==> src/rtl/wdl_pkg.sv <==
// Package: shared offsets, unlock keys and state type for the watchdog.
// Assumes a 64-byte window addressed by byte offset.
package wdl_pkg;
    localparam int ADDR_W = 6;
    typedef logic [ADDR_W-1:0] wdl_addr_t;

    localparam wdl_addr_t OFS_PV1 = 6'h00;
    localparam wdl_addr_t OFS_PV2 = 6'h04;
    localparam wdl_addr_t OFS_RR0 = 6'h0C;
    localparam wdl_addr_t OFS_RR1 = 6'h0D;
    localparam wdl_addr_t OFS_CFG = 6'h10;
    localparam wdl_addr_t OFS_CNT = 6'h14;
    localparam wdl_addr_t OFS_LCK = 6'h18;

    localparam logic [7:0] KEY_FIRST  = 8'h80;
    localparam logic [7:0] KEY_SECOND = 8'h86;

    typedef enum logic [1:0] {
        UL_IDLE = 2'd0,
        UL_HALF = 2'd1,
        UL_OPEN = 2'd2
    } ul_state_t;
endpackage

==> src/rtl/wdl_unlock.sv <==
// Module: unlock gate. Tracks the two-write key sequence at the key offset
// and reports when the very next write may touch a guarded register.
// Assumes one write per strobe cycle; reads do not disturb the sequence.
module wdl_unlock
    import wdl_pkg::*;
(
    input  logic      clk,
    input  logic      rst_n,
    input  logic      wr_i,
    input  wdl_addr_t addr_i,
    input  logic [7:0] wdata_i,
    output logic      open_o
);
    ul_state_t state_q, state_d;

    // Next-state: any write either advances the key sequence or cancels it.
    always_comb begin
        state_d = state_q;
        if (wr_i) begin
            if (state_q == UL_HALF && addr_i == OFS_RR0 && wdata_i == KEY_SECOND)
                state_d = UL_OPEN;
            else if (addr_i == OFS_RR0 && wdata_i == KEY_FIRST)
                state_d = UL_HALF;
            else
                state_d = UL_IDLE;
        end
    end

    // State register with synchronous reset.
    always_ff @(posedge clk) begin
        if (!rst_n) state_q <= UL_IDLE;
        else        state_q <= state_d;
    end

    assign open_o = (state_q == UL_OPEN);

    assert_gate_consumed_R4: assert property (@(posedge clk) disable iff (!rst_n)
        (wr_i && state_q == UL_OPEN) |=> (state_q != UL_OPEN));

    assert_gate_needs_key_R2: assert property (@(posedge clk) disable iff (!rst_n)
        $rose(open_o) |-> $past(wr_i && addr_i == OFS_RR0 && wdata_i == KEY_SECOND));
endmodule

==> src/rtl/wdl_counter.sv <==
// Module: two-stage prescaled down counter. A free-running prescaler gives a
// step every 2^COARSE_SHIFT or 2^FINE_SHIFT clocks; stage one counts from
// pv1, stage two from pv2. Assumes FINE_SHIFT < COARSE_SHIFT.
// expire_o is a same-cycle strobe so the parent registers flag and pulse.
module wdl_counter #(
    parameter int DATA_W       = 32,
    parameter int COARSE_SHIFT = 15,
    parameter int FINE_SHIFT   = 5
) (
    input  logic              clk,
    input  logic              rst_n,
    input  logic              en_i,
    input  logic              fine_i,
    input  logic              reload_i,
    input  logic              restart_i,
    input  logic [DATA_W-1:0] pv1_i,
    input  logic [DATA_W-1:0] pv2_i,
    output logic [DATA_W-1:0] cnt_o,
    output logic              irq_o,
    output logic              expire_o
);
    logic [COARSE_SHIFT-1:0] pre_q;
    logic [DATA_W-1:0]       cnt_q;
    logic                    stage_q;
    logic                    halt_q;
    logic                    irq_q;
    logic                    tick;
    logic                    run;
    logic                    at_zero;

    assign tick     = fine_i ? (&pre_q[FINE_SHIFT-1:0]) : (&pre_q);
    assign run      = en_i && !reload_i && !halt_q;
    assign at_zero  = (cnt_q == '0);
    assign expire_o = run && tick && at_zero && stage_q;

    // Counter, stage and prescaler update; disable and reload take priority.
    always_ff @(posedge clk) begin
        if (!rst_n) begin
            pre_q   <= '0;
            cnt_q   <= '0;
            stage_q <= 1'b0;
            halt_q  <= 1'b0;
            irq_q   <= 1'b0;
        end else if (!en_i || reload_i) begin
            pre_q   <= '0;
            cnt_q   <= pv1_i;
            stage_q <= 1'b0;
            halt_q  <= 1'b0;
            irq_q   <= 1'b0;
        end else if (!halt_q) begin
            pre_q <= pre_q + 1'b1;
            if (tick) begin
                if (!at_zero) begin
                    cnt_q <= cnt_q - 1'b1;
                end else if (!stage_q) begin
                    stage_q <= 1'b1;
                    cnt_q   <= pv2_i;
                    irq_q   <= 1'b1;
                end else if (restart_i) begin
                    stage_q <= 1'b0;
                    cnt_q   <= pv1_i;
                end else begin
                    halt_q <= 1'b1;
                end
            end
        end
    end

    assign cnt_o = cnt_q;
    assign irq_o = irq_q;

    assert_stage_advance_R7: assert property (@(posedge clk) disable iff (!rst_n)
        (run && tick && at_zero && !stage_q) |=> (stage_q && irq_q && cnt_q == $past(pv2_i)));

    assert_reload_restart_R9: assert property (@(posedge clk) disable iff (!rst_n)
        (en_i && reload_i) |=> (!stage_q && !irq_q && cnt_q == $past(pv1_i)));

    assert_halt_holds_R11: assert property (@(posedge clk) disable iff (!rst_n)
        (halt_q && en_i && !reload_i) |=> ($stable(cnt_q) && halt_q));
endmodule

==> src/rtl/lockable_watchdog.sv <==
// Module: watchdog top. Decodes the register window, applies the unlock gate
// and the lock, holds the sticky timeout flag (power-on reset only) and
// registers the reset pulses. Assumes one write per bus_wr cycle.
module lockable_watchdog
    import wdl_pkg::*;
#(
    parameter int DATA_W       = 32,
    parameter int COARSE_SHIFT = 15,
    parameter int FINE_SHIFT   = 5
) (
    input  logic              clk,
    input  logic              rst_n,
    input  logic              por_n,
    input  logic              bus_wr,
    input  logic [5:0]        bus_addr,
    input  logic [DATA_W-1:0] bus_wdata,
    output logic [DATA_W-1:0] bus_rdata,
    output logic              stage1_irq_o,
    output logic              tout_o,
    output logic              rst_cold_o,
    output logic              rst_warm_o
);
    localparam int CFG_LSB = 2;
    localparam int CFG_W   = 4;
    localparam int LCK_W   = 3;

    logic [DATA_W-1:0] pv1_q, pv2_q, cnt;
    logic [CFG_W-1:0]  cfg_q;   // {tout_en, rst_en, warm_sel, fine_sel}
    logic [LCK_W-1:0]  lock_q;  // {restart, enable, lock}
    logic              flag_q, cold_q, warm_q;
    logic              gate_open, frozen, expire;
    logic              wr_pv1, wr_pv2, wr_rr1, wr_cfg, wr_lck;
    logic              reload, flag_clr;

    wdl_unlock u_unlock (
        .clk     (clk),
        .rst_n   (rst_n),
        .wr_i    (bus_wr),
        .addr_i  (bus_addr),
        .wdata_i (bus_wdata[7:0]),
        .open_o  (gate_open)
    );

    assign frozen   = lock_q[0];
    assign wr_pv1   = bus_wr && bus_addr == OFS_PV1 && gate_open && !frozen;
    assign wr_pv2   = bus_wr && bus_addr == OFS_PV2 && gate_open && !frozen;
    assign wr_rr1   = bus_wr && bus_addr == OFS_RR1 && gate_open;
    assign wr_cfg   = bus_wr && bus_addr == OFS_CFG && !frozen;
    assign wr_lck   = bus_wr && bus_addr == OFS_LCK && !frozen;
    assign reload   = wr_rr1 && bus_wdata[0];
    assign flag_clr = wr_rr1 && bus_wdata[1];

    wdl_counter #(
        .DATA_W       (DATA_W),
        .COARSE_SHIFT (COARSE_SHIFT),
        .FINE_SHIFT   (FINE_SHIFT)
    ) u_counter (
        .clk       (clk),
        .rst_n     (rst_n),
        .en_i      (lock_q[1]),
        .fine_i    (cfg_q[0]),
        .reload_i  (reload),
        .restart_i (lock_q[2]),
        .pv1_i     (pv1_q),
        .pv2_i     (pv2_q),
        .cnt_o     (cnt),
        .irq_o     (stage1_irq_o),
        .expire_o  (expire)
    );

    // Configuration registers written through the window, cleared by rst_n.
    always_ff @(posedge clk) begin
        if (!rst_n) begin
            pv1_q  <= '0;
            pv2_q  <= '0;
            cfg_q  <= '0;
            lock_q <= '0;
        end else begin
            if (wr_pv1) pv1_q  <= bus_wdata;
            if (wr_pv2) pv2_q  <= bus_wdata;
            if (wr_cfg) cfg_q  <= bus_wdata[CFG_LSB +: CFG_W];
            if (wr_lck) lock_q <= bus_wdata[LCK_W-1:0];
        end
    end

    // Sticky timeout flag: only power-on reset or a guarded clear drops it.
    always_ff @(posedge clk) begin
        if (!por_n)        flag_q <= 1'b0;
        else if (expire)   flag_q <= 1'b1;
        else if (flag_clr) flag_q <= 1'b0;
    end

    // One-cycle reset request on the output picked by the reset-type bit.
    always_ff @(posedge clk) begin
        if (!rst_n) begin
            cold_q <= 1'b0;
            warm_q <= 1'b0;
        end else begin
            cold_q <= expire && cfg_q[2] && !cfg_q[1];
            warm_q <= expire && cfg_q[2] &&  cfg_q[1];
        end
    end

    // Read multiplexer over the window.
    always_comb begin
        bus_rdata = '0;
        case (bus_addr)
            OFS_PV1: bus_rdata = pv1_q;
            OFS_PV2: bus_rdata = pv2_q;
            OFS_RR1: bus_rdata[1] = flag_q;
            OFS_CFG: bus_rdata[CFG_LSB +: CFG_W] = cfg_q;
            OFS_CNT: bus_rdata = cnt;
            OFS_LCK: bus_rdata[LCK_W-1:0] = lock_q;
            default: bus_rdata = '0;
        endcase
    end

    assign tout_o     = flag_q && cfg_q[3];
    assign rst_cold_o = cold_q;
    assign rst_warm_o = warm_q;

    assert_guarded_needs_unlock_R3: assert property (@(posedge clk) disable iff (!rst_n)
        (bus_wr && bus_addr == OFS_PV1 && !gate_open) |=> $stable(pv1_q));

    assert_lock_sticky_R6: assert property (@(posedge clk) disable iff (!rst_n)
        lock_q[0] |=> lock_q[0]);

    assert_lock_freezes_R6: assert property (@(posedge clk) disable iff (!rst_n)
        lock_q[0] |=> ($stable(cfg_q) && $stable(pv1_q) && $stable(pv2_q)));

    assert_flag_sticky_R10: assert property (@(posedge clk) disable iff (!por_n)
        (flag_q && !flag_clr) |=> flag_q);

    assert_one_reset_kind_R8: assert property (@(posedge clk) disable iff (!rst_n)
        $onehot0({rst_cold_o, rst_warm_o}));
endmodule

==> config.mk <==
export PLATFORM = sky130hd
export DESIGN_NAME = lockable_watchdog
export DESIGN_NICKNAME = d
export VERILOG_FILES = /design/src/rtl/wdl_pkg.sv /design/src/rtl/wdl_unlock.sv /design/src/rtl/wdl_counter.sv /design/src/rtl/lockable_watchdog.sv
export SDC_FILE = /design/constraint.sdc
export NUM_CORES = 1
export LEC_CHECK = 0
export BUFFER_PORTS_ARGS = -buffer_cell sky130_fd_sc_hd__clkbuf_2
export CAP_MARGIN = 20
export CORE_MARGIN = 2
export CORE_UTILIZATION = 35
export DETAILED_ROUTE_END_ITERATION = 10
export SLEW_MARGIN = 30
export SYNTH_ARGS = -nofsm -noshare
export SYNTH_HDL_FRONTEND = slang
export SYNTH_SLANG_ARGS = --single-unit
==> constraint.sdc <==
create_clock -name clk -period 2.95 [get_ports clk]
set_input_delay 0.59 -clock clk [delete_from_list [all_inputs] [get_ports clk]]
set_output_delay 0.59 -clock clk [all_outputs]
set_load 0.05 [all_outputs]
==> After elaboration in Yosys (flattened, before gate mapping) <==
Index checks and enable logic that the tools add are counted.
{ "totals": {"regBits": 126, "wordCells": 94, "input_bits": 42, "out_inout_bits": 36, "mem_bits_rw": 0, "romBits": 0, "latch_bits": 0, "memories": 0} }
{ "op_classes": {"n_reduce_logical": 42, "div": 0, "n_mul": 0, "n_lt_le_gt_ge": 0, "eq_ne": 12, "bitwise_logic": 3, "add_sub_neg": 2, "shift": 0, "muxes": 22} }
{ "op_table": {"columns": ["op", "count"], "rows": [
  ["32-bit two-way mux", 6],
  ["26-bit case mux with 3 select lines", 1],
  ["32-bit zero test", 1],
  ["32-bit by 1-bit subtractor with 32-bit output, second input constant", 1],
  ["1-bit logical AND", 26],
  ["6-bit by 5-bit == test with 1-bit output, second input constant", 3],
  ["8-bit == test, second input constant", 2],
  ["15-bit by 1-bit adder with 15-bit output, second input constant", 1],
  ["15-bit AND reduction", 1],
  ["6-bit by 4-bit == test with 1-bit output, second input constant", 2],
  ["3-bit case mux with 4 select lines", 1],
  ["1-bit two-way mux", 10],
  ["1-bit case mux with 5 select lines", 2],
  ["6-bit by 3-bit == test with 1-bit output, second input constant", 1],
  ["6-bit zero test", 1],
  ["3-bit AND reduction", 2],
  ["1-bit zero test", 5],
  ["5-bit AND reduction", 1],
  ["4-bit inequality test, second input constant", 1],
  ["1-bit case mux with 4 select lines", 1],
  ["4-bit AND reduction", 1],
  ["2-bit nonzero test", 2],
  ["1-bit NOT", 3],
  ["2-bit by 1-bit == test with 1-bit output, second input constant", 1],
  ["other kinds (5)", 5]
]} }

==> Longest topological paths before layout <==
{ "depth": {"ltp_word": 12, "depth_mapped": 10, "ltp_nobuf": 8} }

==> Modules after synthesis <==
From an unflattened synthesis, not the netlist that was laid out.
{ "unflattened": {"cells_unflattened": 867, "hier_area_um2": 7050.5} }
{ "by_module_without_submodules": {"columns": ["mod", "seq_area_each_um2", "instances", "area_per_inst_um2", "cells_each"], "rows": [
  ["wdl_counter", 1001.0, 1, 3530.9, 475],
  ["lockable_watchdog", 1481.4, 1, 3388.2, 378],
  ["wdl_unlock", 40.0, 1, 131.4, 14]
]} }

==> Least setup slack after synthesis <==
No wires, ideal clock.
{ "synth_path": {"kind": "input to output", "from": "input port bus_addr[4]", "to": "output port bus_rdata[0]", "slack_ps": -305, "arrival_time_ps": 2665, "required_ps": 2360, "cell_stages": 5, "n_path_buf": 2, "cell_sequence": "clkbuf_1 -> buf_1 -> mux2_2 -> a22oi_1 -> o21ai_0"} }
{ "synth_between": {"elab_chain_cells": 2, "word_cells_on_any_way": 5, "cone_classes": "3 x eq/ne; 1 x mux; 1 x reduce/logical"} }
{ "synth_lines": {"columns": ["element", "line_no", "source"], "rows": [
  ["start: declaration", "lockable_watchdog.sv:15", "input logic [5:0] bus_addr,"],
  ["6-bit by 5-bit == test with 1-bit output, or another cell as far along", "lockable_watchdog.sv:107", "case (bus_addr)"],
  ["1-bit case mux with 4 select lines *", "lockable_watchdog.sv:107", null],
  ["end: declaration", "lockable_watchdog.sv:17", "output logic [DATA_W-1:0] bus_rdata,"]
]} }
Mark *: on every way between the ends. The rest lies on a longest branch, timed or not.

==> Worst setup path in the final report <==
{ "layout_path": {"from": "register u_counter.cnt_q[24], in the netlist u_counter.cnt_o[24]", "to": "register u_counter.cnt_q[13], in the netlist u_counter.cnt_o[13]"} }
{ "layout_between": {"elab_chain_cells": 5, "word_cells_on_any_way": 7, "cone_classes": "1 x eq/ne; 4 x mux; 2 x reduce/logical"} }
{ "layout_lines": {"columns": ["element", "line_no", "source"], "rows": [
  ["start: declaration", "wdl_counter.sv:23", "logic [DATA_W-1:0] cnt_q;"],
  ["start signal: assignment", "wdl_counter.sv:46", "cnt_q <= pv1_i;"],
  ["start signal: assignment", "wdl_counter.sv:54", "cnt_q <= cnt_q - 1'b1;"],
  ["start signal: assignment", "wdl_counter.sv:57", "cnt_q <= pv2_i;"],
  ["32-bit zero test *", "wdl_counter.sv:33", "assign at_zero = (cnt_q == '0);"],
  ["32-bit two-way mux", "wdl_counter.sv:53", "if (!at_zero) begin"],
  ["32-bit two-way mux", "wdl_counter.sv:52", "if (tick) begin"],
  ["32-bit two-way mux", "wdl_counter.sv:50", "end else if (!halt_q) begin"],
  ["32-bit two-way mux", "wdl_counter.sv:44", "end else if (!en_i || reload_i) begin"]
]} }
Mark *: on every way between the ends. The rest lies on a longest branch, timed or not. The select of a mux whose other input is x is not followed.
A chain may end at the register's enable or synchronous reset.

==> impl_metrics.csv <==
group,metric,value,unit
setup_path,worst_ep_arrival_time,3130,ps
power_and_ir_drop,pwr-share-clk,52.4,%
setup_path,worstSetupPathType,"flop to flop",
sta,fin_skew,9.10,ps
power_and_ir_drop,seqPwrFrac,43.2,%
global_routing,groute.usage.overall,20.7,%
yosys,syn_nets,952,
global_routing,grt_max_degree,46,
setup_path,path_cells,"or4_4 -> or4_4 -> or4_4 -> and3_1 -> buf_4 -> a32oi_1 -> a21oi_1",
setup_path,cpLargestDelayFamily,"simple AND/OR/NAND/NOR gates",
yosys,synth_ff_type,"dfxtp_1",
place,dpl.hpwl,15000,µm
worst_hold_path,hold_path_class,"primary input to flop",
global_routing,grt-ovfl-total,0,
yosys,yosys_register_bits,126,
sta,hold_slack,395,ps
final_layout,fillers,1976,
power_and_ir_drop,p_comb_share,4.3,%
setup_path,cp.required,3250,ps
routing,vias,7007,
routing,routed_via_density,5.59,
die,ios,78,
routing,avgRoutedWirePerCell,17.4,µm
clock_tree,cts.htree.levels,4,
final_layout,finalNetCount,1026,
sta,totalNegativeSetupSlack,0,ps
yosys,synth.distinct_cells,61,
sta,grt_setup_unrepaired,"false",
setup_path,cp_num_buf_inv,1,
die,start_util,35.9,%
global_routing,grt_pass1_wl,36100,µm
yosys,synthCells,906,
place,portBuffers,77,
yosys,async_flop_share,0,%
clock_tree,cts_tree,"yes",
setup_path,startpoint_type,"flop",
status,status,"finished, final reports clean",
sta,setup_viol_count_final,0,
routing,wl,21800,µm
place,placed_area,8280,µm²
setup_path,crit_start,"u_counter.cnt_o[24]",
clock_tree,cts-root-buf,"clkbuf_16",
setup_path,critPathSlowestCell,"or4_4",
power_and_ir_drop,peakVddDrop,0.000323,V
final_layout,diodes,0,
sta,tightest_slew,977,ps
die,num_rows,51,
power_and_ir_drop,p_per_area,444,nW/µm²
sta,relSlewSlack,34.6,%
routing,drc,0,
setup_path,crit_top_cell,"or4_4",
power_and_ir_drop,swShare,22.1,%
final_layout,design_area,8870,µm²
final_layout,area.growth.synth_to_final,25.7,%
die,die_w,146,µm
yosys,synth-edff-count,0,
clock_tree,clk_pin_slew,60,ps
sta,final.period_utilization,96.0,%
power_and_ir_drop,p_switching,870,µW
worst_hold_path,min_from,"bus_wdata[17]",
global_routing,grt_pass1_vias,6825,
flow_run,cap_violations,0,
clock_tree,cts_made_buffers,17,
power_and_ir_drop,p_leak,0.00329,µW
routing,ant_nets,0,
yosys,synth_area,7060,µm²
setup_path,critical-path-max-stage-delay,580,ps
global_routing,antenna_found_initial,0,
die,core_area,19700,µm²
setup_path,end_kind,"flop",
die,die_h,146,µm
clock_tree,cts_buffer_depth,2,
clock_tree,cts.sinks,126,
place,gp_congestion,0.901,
setup_path,critPathMaxFanout,8,
sta,min_period,2830,ps
power_and_ir_drop,internal_power,3070,µW
yosys,syn_avg_cell_area,7.79,µm²
routing,first_pass_iters,5,
routing,first_iter_violations,425,
yosys,yosys_warnings,0,
sta,fmax,353,MHz
yosys,ys_seq_area_share,35.7,%
die,die_area,21300,µm²
clock_tree,post_cts_resized,0,
clock_tree,clk_latency,430,ps
sta,hold_viol_final,0,
final_layout,layout-drive-gt1-share,20.3,%
sta,drv_slew,0,
setup_path,r2r-start,"u_counter.cnt_o[24]",
==> cells by family (layout without fill, tap and decap cells) <==
logic type,Yosys count,count (layout),synth area share [%]
buf+inv,80,163,4.64
compound gates,222,222,19.9
simple gates,382,382,25.2
mux,65,65,10.5
fa+ha+maj,4,4,0.709
xor+xnor,27,27,3.35
flops,126,126,35.7
==> synthesized netlist by cell type (3+ instances only) <==
master,instances,area share (%)
a21oi_1,102,7.2
a221oi_1,3,0.37
a22oi_1,41,4.4
a31oi_1,8,0.71
a32oi_1,5,0.62
and2_1,9,0.80
and3_1,6,0.53
and4_1,3,0.37
buf_1,5,0.27
buf_2,4,0.28
buf_6,3,0.48
clkbuf_1,58,3.1
dfxtp_1,126,36
ha_1,4,0.71
inv_1,10,0.53
mux2_2,30,4.8
mux2i_1,31,4.4
mux4_2,4,1.3
nand2_1,182,9.7
nand3_1,19,1.3
nand3b_1,5,0.53
nand4_1,14,1.2
nand4b_1,3,0.37
nor2_1,71,3.8
nor2b_1,7,0.62
nor3_1,23,1.6
nor3b_1,3,0.32
nor4_1,14,1.2
o211ai_1,15,1.6
o21ai_0,14,0.99
o221ai_1,12,1.5
or3_1,7,0.62
or4_1,3,0.32
or4_4,3,0.48
xnor2_1,10,1.2
xor2_1,17,2.1
==> what timing repair did <==
item | CTS | global route
endpoints found under the setup margin | 0 | 1
buffers inserted | 0 | 3
hold buffers | 0 | 0
==> state kept, by name, summed over array words and instances (netlist names) <==
register and cells:
cfg_q 4, pv2_q 32, u_unlock.state_q 2, pv1_q 32, rst_warm_o 1, u_counter.halt_q 1
u_counter.irq_o 1, u_counter.cnt_o 32, flag_q 1, lock_q 3, u_counter.pre_q 15, rst_cold_o 1
u_counter.stage_q 1
==> worst register-to-register path: stages, from the launching register on <==
cell and delay [ps]:
dfxtp_1 310, or4_4 580, or4_4 480, or4_4 550, and3_1 300, buf_4 210, a32oi_1 180, a21oi_1 80
==> power by group through the flow <==
stage | registers, µW | clock network [µW] | logic, µW
after floorplan | 1740 | 0 | 83.9
after detailed placement | 1740 | 0 | 168
final | 1700 | 2070 | 170
after CTS | 1700 | 2090 | 168
after global placement | 1740 | 0 | 167
after global routing | 1700 | 2180 | 183
==> routing by layer <==
metal / track usage (%) / vias up / wire length [µm]
met3: 4.59 / 24 / 1350
met5: 0 / - / 0
li1: - / 3411 / -
met4: 5.92 / 0 / 264
met2: 33.8 / 212 / 10200
met1: 27.7 / 3360 / 10000
==> area by class of cell <==
class                           instances  area (µm²)  area share [%]
Multi-Input combinational cell        700        4220            47.5
Sequential cell                       126        2520            28.4
Timing Repair Buffer                  125        1190            13.4
Clock buffer                           22         484            5.46
Tap cell                              265         332            3.74
Clock inverter                          6        86.3           0.973
Inverter                               10        37.5           0.423
==> final timing paths <==
kind / depth (start not counted) / slack, ps / endpoint
min: 3 / 400 / pv2_q[17]
max reg2reg: 7 / 120 / u_counter.cnt_o[13]
min reg2reg: 1 / 460 / rst_cold_o
max: 7 / 120 / u_counter.cnt_o[13]
==> layout by cell type (no fill, tap or decap), types with 14 or more instances in the layout <==
cell type / instances
a21oi_1: 102
a22oi_1: 41
buf_12: 30
buf_4: 46
clkbuf_16: 17
clkbuf_2: 49
dfxtp_1: 125
mux2_2: 30
mux2i_1: 31
nand2_1: 182
nand3_1: 19
nand4_1: 14
nor2_1: 69
nor3_1: 22
nor4_1: 14
o211ai_1: 15
xor2_1: 17
==> stage by stage <==
step / power [µW] / std cells / utilization, % / setup WS (ps)
after global placement: 1910 / 1223 / 42.1 / 186
after global routing: 4070 / 1254 / 45.1 / 5.61
after detailed placement: 1910 / 1223 / 42.1 / 144
final: 3940 / 1254 / 45.1 / 118
after floorplan: 1820 / 906 / - / 71.9
after CTS: 3970 / 1251 / 45.0 / 128
No activity file was read; power rests on OpenSTA's default activity.
